### src/rtl/mdc_pkg.sv
package mdc_pkg;
  localparam int NIB_W      = 4;
  localparam int FIELD_NIBS = 3;
  localparam int FIELD_W    = NIB_W * FIELD_NIBS;
  localparam int SEL_W      = $clog2(2 * FIELD_NIBS);

  // Strobes from control to datapath
  typedef struct packed {
    logic             nibLoad;
    logic [SEL_W-1:0] nibSel;
    logic             rdHit;
    logic [SEL_W-1:0] rdSel;
    logic             stepEn;
  } mdcStb_t;
endpackage

### src/rtl/mdc_ctl.sv
module mdc_ctl
  import mdc_pkg::*;
#(
  parameter int MIN_PER_DAY = 1440,
  parameter int ADV_W       = 20,
  parameter int ADDR_W      = 8,
  parameter logic [ADDR_W-1:0] BASE_ADDR = 8'h10,
  localparam int MIN_W      = $clog2(MIN_PER_DAY)
) (
  input  logic              minuteTick,
  input  logic              advValid,
  input  logic [ADV_W-1:0]  advN,
  input  logic              wrEn,
  input  logic [ADDR_W-1:0] regAddr,
  output mdcStb_t           stb,
  output logic [MIN_W-1:0]  stepMin,
  output logic [FIELD_W-1:0] stepDay
);
  localparam logic [ADV_W-1:0]  DAY_LEN = ADV_W'(MIN_PER_DAY);
  localparam logic [ADDR_W-1:0] SPAN    = ADDR_W'(2 * FIELD_NIBS);

  logic [ADDR_W-1:0] offset;
  logic              inRange;
  logic [ADV_W-1:0]  stepAmt;
  logic [ADV_W-1:0]  rem;
  logic [ADV_W-1:0]  quo;

  always_comb begin
    offset  = regAddr - BASE_ADDR;
    inRange = (regAddr >= BASE_ADDR) && (offset < SPAN);
    stepAmt = advValid ? advN : ADV_W'(1);
    rem     = stepAmt % DAY_LEN;
    quo     = stepAmt / DAY_LEN;
    stepMin = MIN_W'(rem);
    stepDay = FIELD_W'(quo);

    stb.nibLoad = wrEn && inRange;
    stb.nibSel  = offset[SEL_W-1:0];
    stb.rdHit   = inRange;
    stb.rdSel   = offset[SEL_W-1:0];
    // write beats advance, advance beats tick
    stb.stepEn  = !stb.nibLoad && (advValid ? (advN != '0) : minuteTick);
  end
endmodule

### src/rtl/mdc_datapath.sv
module mdc_datapath
  import mdc_pkg::*;
#(
  parameter int MIN_PER_DAY = 1440,
  localparam int MIN_W      = $clog2(MIN_PER_DAY)
) (
  input  logic               clk,
  input  logic               rstN,
  input  mdcStb_t            stb,
  input  logic [MIN_W-1:0]   stepMin,
  input  logic [FIELD_W-1:0] stepDay,
  input  logic [NIB_W-1:0]   wrData,
  output logic [FIELD_W-1:0] minCount,
  output logic [FIELD_W-1:0] dayCount,
  output logic [NIB_W-1:0]   rdData
);
  localparam logic [FIELD_W:0] DAY_LEN = (FIELD_W+1)'(MIN_PER_DAY);

  logic [FIELD_W:0]   minSum;
  logic               carry;
  logic [FIELD_W-1:0] nextMin;
  logic [FIELD_W-1:0] nextDay;

  always_comb begin
    minSum  = {1'b0, minCount} + (FIELD_W+1)'(stepMin);
    carry   = minSum >= DAY_LEN;
    nextMin = carry ? FIELD_W'(minSum - DAY_LEN) : minSum[FIELD_W-1:0];
    nextDay = dayCount + stepDay + FIELD_W'(carry);
  end

  always_ff @(posedge clk) begin
    if (!rstN) begin
      minCount <= '0;
      dayCount <= '0;
    end else if (stb.nibLoad) begin
      for (int k = 0; k < FIELD_NIBS; k++) begin
        if (stb.nibSel == SEL_W'(k))              minCount[k*NIB_W +: NIB_W] <= wrData;
        if (stb.nibSel == SEL_W'(k + FIELD_NIBS)) dayCount[k*NIB_W +: NIB_W] <= wrData;
      end
    end else if (stb.stepEn) begin
      minCount <= nextMin;
      dayCount <= nextDay;
    end
  end

  always_comb begin
    rdData = '0;
    if (stb.rdHit) begin
      for (int k = 0; k < FIELD_NIBS; k++) begin
        if (stb.rdSel == SEL_W'(k))              rdData = minCount[k*NIB_W +: NIB_W];
        if (stb.rdSel == SEL_W'(k + FIELD_NIBS)) rdData = dayCount[k*NIB_W +: NIB_W];
      end
    end
  end
endmodule

### src/rtl/minute_day_counter.sv
module minute_day_counter
  import mdc_pkg::*;
#(
  parameter int MIN_PER_DAY = 1440,
  parameter int ADV_W       = 20,
  parameter int ADDR_W      = 8,
  parameter logic [ADDR_W-1:0] BASE_ADDR = 8'h10
) (
  input  logic              clk,
  input  logic              rstN,
  input  logic              minuteTick,
  input  logic              advValid,
  input  logic [ADV_W-1:0]  advN,
  input  logic              wrEn,
  input  logic [ADDR_W-1:0] regAddr,
  input  logic [3:0]        wrData,
  output logic [3:0]        rdData
);
  localparam int MIN_W = $clog2(MIN_PER_DAY);

  mdcStb_t            stb;
  logic [MIN_W-1:0]   stepMin;
  logic [FIELD_W-1:0] stepDay;
  logic [FIELD_W-1:0] minCount;
  logic [FIELD_W-1:0] dayCount;

  mdc_ctl #(
    .MIN_PER_DAY(MIN_PER_DAY), .ADV_W(ADV_W), .ADDR_W(ADDR_W), .BASE_ADDR(BASE_ADDR)
  ) u_ctl (
    .minuteTick(minuteTick), .advValid(advValid), .advN(advN),
    .wrEn(wrEn), .regAddr(regAddr),
    .stb(stb), .stepMin(stepMin), .stepDay(stepDay)
  );

  mdc_datapath #(.MIN_PER_DAY(MIN_PER_DAY)) u_dp (
    .clk(clk), .rstN(rstN), .stb(stb), .stepMin(stepMin), .stepDay(stepDay),
    .wrData(wrData), .minCount(minCount), .dayCount(dayCount), .rdData(rdData)
  );
endmodule

### config.mk
export PLATFORM = sky130hd
export DESIGN_NAME = minute_day_counter
export DESIGN_NICKNAME = d
export VERILOG_FILES = /design/src/rtl/mdc_pkg.sv /design/src/rtl/mdc_ctl.sv /design/src/rtl/mdc_datapath.sv /design/src/rtl/minute_day_counter.sv
export SDC_FILE = /design/constraint.sdc
export NUM_CORES = 1
export LEC_CHECK = 0
export ABC_AREA = 1
export BUFFER_PORTS_ARGS = -buffer_cell sky130_fd_sc_hd__buf_2
export CAP_MARGIN = 15
export CORE_MARGIN = 1.5
export CORE_UTILIZATION = 63
export DETAILED_ROUTE_END_ITERATION = 7
export PLACE_DENSITY = 0.87
export SETUP_SLACK_MARGIN = 0.2
export SLEW_MARGIN = 30
export SYNTH_ARGS = -nofsm -noshare
export SYNTH_HDL_FRONTEND = slang
export SYNTH_HIERARCHICAL = 1
export SYNTH_SLANG_ARGS = --single-unit
### constraint.sdc
create_clock -name clk -period 15.25 [get_ports clk]
set_input_delay 1.525 -clock clk [delete_from_list [all_inputs] [get_ports clk]]
set_output_delay 1.525 -clock clk [all_outputs]
set_load 0.01 [all_outputs]
==> results.json <==
{
  "groute.usage.overall_pct": 32.2,
  "cell_row_count": 32,
  "cts_buffer_depth": 2,
  "wirelength_um": 13900,
  "outcome": "finished clean",
  "number_of_instances_on_the_worst_hold_path": 2,
  "worst_skew_pair.late_latency_ns": 0.27,
  "buffer_ports.inserted": 40,
  "timing.final.max_slew_violations": 0,
  "worst_setup_path_startpoint": "advValid",
  "tightestPinTransition_ns": 0.604,
  "synthToLayoutAreaGrowth_pct": 5.71,
  "postSynthAreaPerCell_sq_um": 5.80,
  "worst_r2r_dst": "u_dp/dayCount[8]",
  "numCtsBuffers": 3,
  "final_hold_vio_count": 0,
  "timing.critical_path.required_ns": 15.45,
  "critical-path-max-stage-delay_ns": 0.44,
  "final_period_minus_worst_setup_slack_ns": 10.59,
  "worst_r2r_path_depth": 26,
  "synth.distinct_cells": 50,
  "post_synth_inst_count": 896,
  "grt_pass1_vias": 5293,
  "worst_setup_path_class": "input pin to flop",
  "synthTopCellsByArea": "sky130_fd_sc_hd__nand2_1 (19%), sky130_fd_sc_hd__nand3_1 (9.5%), sky130_fd_sc_hd__dfxtp_1 (9.3%), sky130_fd_sc_hd__inv_1 (7.7%), sky130_fd_sc_hd__nand2_2 (5.8%)",
  "antenna_found_initial": 0,
  "clock-skew-final_ns": 0.0108,
  "rsz0062_at_grt": "no",
  "coreArea_sq_um": 7850,
  "globalRouteMet3Util_pct": 4.21,
  "die_height_um": 93.8,
  "hp-start": "u_dp/dayCount[1]",
  "timing.critical_path.from_type": "input pin",
  "synthesis.yosys.warnings": 6,
  "gp_congestion": 0.941,
  "cts_htree_levels": 1,
  "die-area_sq_um": 8800,
  "globalRoute.busiestLayer": "met2",
  "synth_seq_cells": 24,
  "insertedDiodeCount": 0,
  "netlist.top_cell.by_area": "sky130_fd_sc_hd__nand2_1",
  "maximum_capacitance_violations": 0,
  "vias": 5848,
  "hold_path_end": "u_dp/dayCount[1]",
  "post_synth_instance_area_sq_um": 5190,
  "final_nets": 988,
  "worst_slew_margin_rel_pct": 59.3,
  "floorplan.die.width_um": 93.8,
  "hpwl_dp_um": 11500,
  "drc_errors": 0,
  "floorplan.initialDensity_pct": 66.2,
  "timing.hold.worst.class": "flop to flop",
  "max_clock_freq_mhz": 94.4,
  "groute.layer.met1.usage_pct": 42.1,
  "cpMaxStageDelayCell": "sky130_fd_sc_hd__fa_1",
  "wire_per_inst_um": 13.5,
  "pin_count": 41,
  "cp-end-kind": "flop",
  "ctsResizeCount": 0,
  "critical_path_s_most_frequent_cell": "sky130_fd_sc_hd__nand2_1",
  "critical_path.top_delay_family": "simple AND/OR/NAND/NOR gates",
  "ctsHoldBuffers": 0,
  "drt_first_iter_violations": 487,
  "ratio_of_cells_with_drive_above_1_in_the_final_layout_pct": 20.1,
  "gr-total-overflow": 0,
  "tritoncts_clock_tree": "yes",
  "timing.critical_path.buf_inv": 7,
  "setup_total_negative_slack_ns": 0,
  "nFillCells": 741,
  "r2r-start": "u_dp/minCount[0]",
  "detail_route.first_pass.iterations": 5,
  "cts.clk_slew.worst_paths_ns": 0.09,
  "antenna_violating_nets_post_route": 0,
  "clkSinkCount": 24,
  "setup_viol": 0,
  "via_per_inst": 5.69,
  "regToRegSetupSlack_ns": 11.11,
  "critical_path_arrival_ns": 10.79,
  "share_of_the_synthesized_area_in_the_top_cell_type_pct": 18.7,
  "grt_use_met2_pct": 55.3,
  "period_utilization_post_route_pct": 69.4,
  "grt_pass1_wl_um": 23200,
  "post_cts.repair.setup_buffers": 0,
  "crit_fanout": 23,
  "clockRootBuffer": "sky130_fd_sc_hd__clkbuf_8",
  "synth_sequential_area_ratio_pct": 9.25,
  "grt_start_max_net_pins": 25
}
==> flip-flops by register name, indices dropped and copies added, names as in the netlist <==
| signal | count |
|---|---|
| u_dp/dayCount | 12 |
| u_dp/minCount | 12 |
==> layer usage <==
layer | part of all wire [%] | vias up | routed length (um)
met5 | 0 | - | 0
met1 | 45 | 2620 | 6210
met2 | 46 | 205 | 6400
li1 | - | 2987 | -
met3 | 6.2 | 36 | 865
met4 | 2.7 | 0 | 375
==> worst register-to-register path, stage by stage (launching register included) <==
cell and delay [ns]:
sky130_fd_sc_hd__dfxtp_1 0.37, sky130_fd_sc_hd__ha_1 0.28, sky130_fd_sc_hd__inv_1 0.09, sky130_fd_sc_hd__fa_1 0.42
sky130_fd_sc_hd__inv_1 0.08, sky130_fd_sc_hd__nand2_1 0.08, sky130_fd_sc_hd__nand2_2 0.10, sky130_fd_sc_hd__nand3_1 0.09
sky130_fd_sc_hd__nand2_1 0.09, sky130_fd_sc_hd__nand2_1 0.05, sky130_fd_sc_hd__nand2_1 0.13, sky130_fd_sc_hd__ha_1 0.16
sky130_fd_sc_hd__inv_1 0.06, sky130_fd_sc_hd__nand3_2 0.09, sky130_fd_sc_hd__nand2_2 0.06, sky130_fd_sc_hd__nand2_4 0.11
sky130_fd_sc_hd__nand3_4 0.13, sky130_fd_sc_hd__fa_1 0.44, sky130_fd_sc_hd__inv_1 0.11, sky130_fd_sc_hd__fa_1 0.16
sky130_fd_sc_hd__inv_1 0.08, sky130_fd_sc_hd__a21oi_1 0.18, sky130_fd_sc_hd__nor2_1 0.08, sky130_fd_sc_hd__o22ai_1 0.14
sky130_fd_sc_hd__xor2_1 0.24, sky130_fd_sc_hd__nand2_1 0.09, sky130_fd_sc_hd__a21oi_1 0.16
==> area by class of cell <==
cell class,instances,area [sq um],area share [%]
Clock inverter,1,30.0,0.547
Tap cell,102,128,2.33
Clock buffer,3,41.3,0.752
Inverter,134,503,9.16
Sequential cell,24,480,8.75
Multi-Input combinational cell,723,4110,74.8
Timing Repair Buffer,40,200,3.65
==> cells by family (layout without fill, tap and decap cells) <==
kind of cell    Yosys count  in the layout  synth area share [%]
compound gates          126            126                  14.5
xor+xnor                 21             21                  3.54
fa+ha+maj                25             25                  6.46
buf+inv                 150            178                  11.7
flops                    24             24                  9.25
other cells               1              2                0.0722
simple gates            549            549                  54.5
==> cell usage after synthesis (all sizes together) <==
| library cell | number |
|---|---|
| a311oi | 2 |
| a21o | 1 |
| a221oi | 4 |
| a41oi | 1 |
| o21ai | 47 |
| nor4 | 5 |
| a21oi | 43 |
| ha | 22 |
| buf | 11 |
| inv | 131 |
| a22oi | 1 |
| o22ai | 2 |
| nor2 | 66 |
| xnor2 | 5 |
| clkinv | 3 |
| nand4 | 16 |
| xor2 | 16 |
| or2 | 3 |
| nand2 | 324 |
| clkbuf | 5 |
| nor3b | 2 |
| a31oi | 17 |
| and2 | 3 |
| nand3 | 115 |
| nand3b | 7 |
| o21bai | 2 |
| nor3 | 7 |
| dfxtp | 24 |
| conb | 1 |
| fa | 3 |
| or4 | 1 |
| o211ai | 6 |
==> how the worst max path moves through the flow <==
stage	to	slack, ns	cells past startpoint
final	u_dp/dayCount[8]	4.66	75
after global routing	u_dp/dayCount[8]	3.67	73
after CTS	u_dp/dayCount[8]	4.77	75
after detailed placement	u_dp/dayCount[8]	4.50	75
after global placement	u_dp/dayCount[8]	4.69	73
after floorplan	u_dp/dayCount[8]	6.04	75
==> through the flow <==
step                setup slack (ns)  instances  utilization, %  area, sq um  hold WS (ns)
global placement                4.69       1023            69.0         5420         0.557
detailed placement              4.50       1023            69.0         5420         0.554
global route                    3.67       1027            69.9         5490         0.597
CTS                             4.77       1027            69.9         5490         0.566
finish                          4.66       1027            69.9         5490         0.565
floorplan                       6.04        897               -         5200         0.491
==> placed cells by master (no fill, tap or decap), types with 2 or more instances in the layout <==
cell	Yosys	routed
sky130_fd_sc_hd__conb_1	1	2
sky130_fd_sc_hd__nor2_8	2	2
sky130_fd_sc_hd__o21bai_1	2	2
sky130_fd_sc_hd__ha_1	22	22
sky130_fd_sc_hd__nor4_1	5	5
sky130_fd_sc_hd__fa_1	3	3
sky130_fd_sc_hd__nor3_1	7	7
sky130_fd_sc_hd__nand3_4	4	4
sky130_fd_sc_hd__nand2_2	48	48
sky130_fd_sc_hd__a21oi_1	36	36
sky130_fd_sc_hd__a221oi_1	4	4
sky130_fd_sc_hd__a21oi_2	6	6
sky130_fd_sc_hd__o211ai_1	5	5
sky130_fd_sc_hd__a31oi_1	17	17
sky130_fd_sc_hd__nand3b_1	6	6
sky130_fd_sc_hd__dfxtp_1	24	24
sky130_fd_sc_hd__inv_2	24	24
sky130_fd_sc_hd__buf_2	2	40
sky130_fd_sc_hd__nor3b_1	2	2
sky130_fd_sc_hd__xnor2_1	5	5
sky130_fd_sc_hd__xor2_1	16	16
sky130_fd_sc_hd__and2_1	2	2
sky130_fd_sc_hd__or2_2	2	2
sky130_fd_sc_hd__a311oi_1	2	2
sky130_fd_sc_hd__nand3_2	12	12
sky130_fd_sc_hd__inv_1	107	107
sky130_fd_sc_hd__nor2_2	9	9
sky130_fd_sc_hd__nand2_4	18	18
sky130_fd_sc_hd__o21ai_1	3	3
sky130_fd_sc_hd__nand2_1	258	258
sky130_fd_sc_hd__nor2_1	44	44
sky130_fd_sc_hd__o21ai_0	42	42
sky130_fd_sc_hd__clkinv_1	3	3
sky130_fd_sc_hd__nand3_1	99	99
sky130_fd_sc_hd__o21ai_2	2	2
sky130_fd_sc_hd__clkbuf_8	1	3
sky130_fd_sc_hd__nor2_4	11	11
sky130_fd_sc_hd__nand4_1	16	16
sky130_fd_sc_hd__o22ai_1	2	2
Power is not shown: default switching activity piles up to over one toggle a cycle in this logic, so the estimate is an artifact.
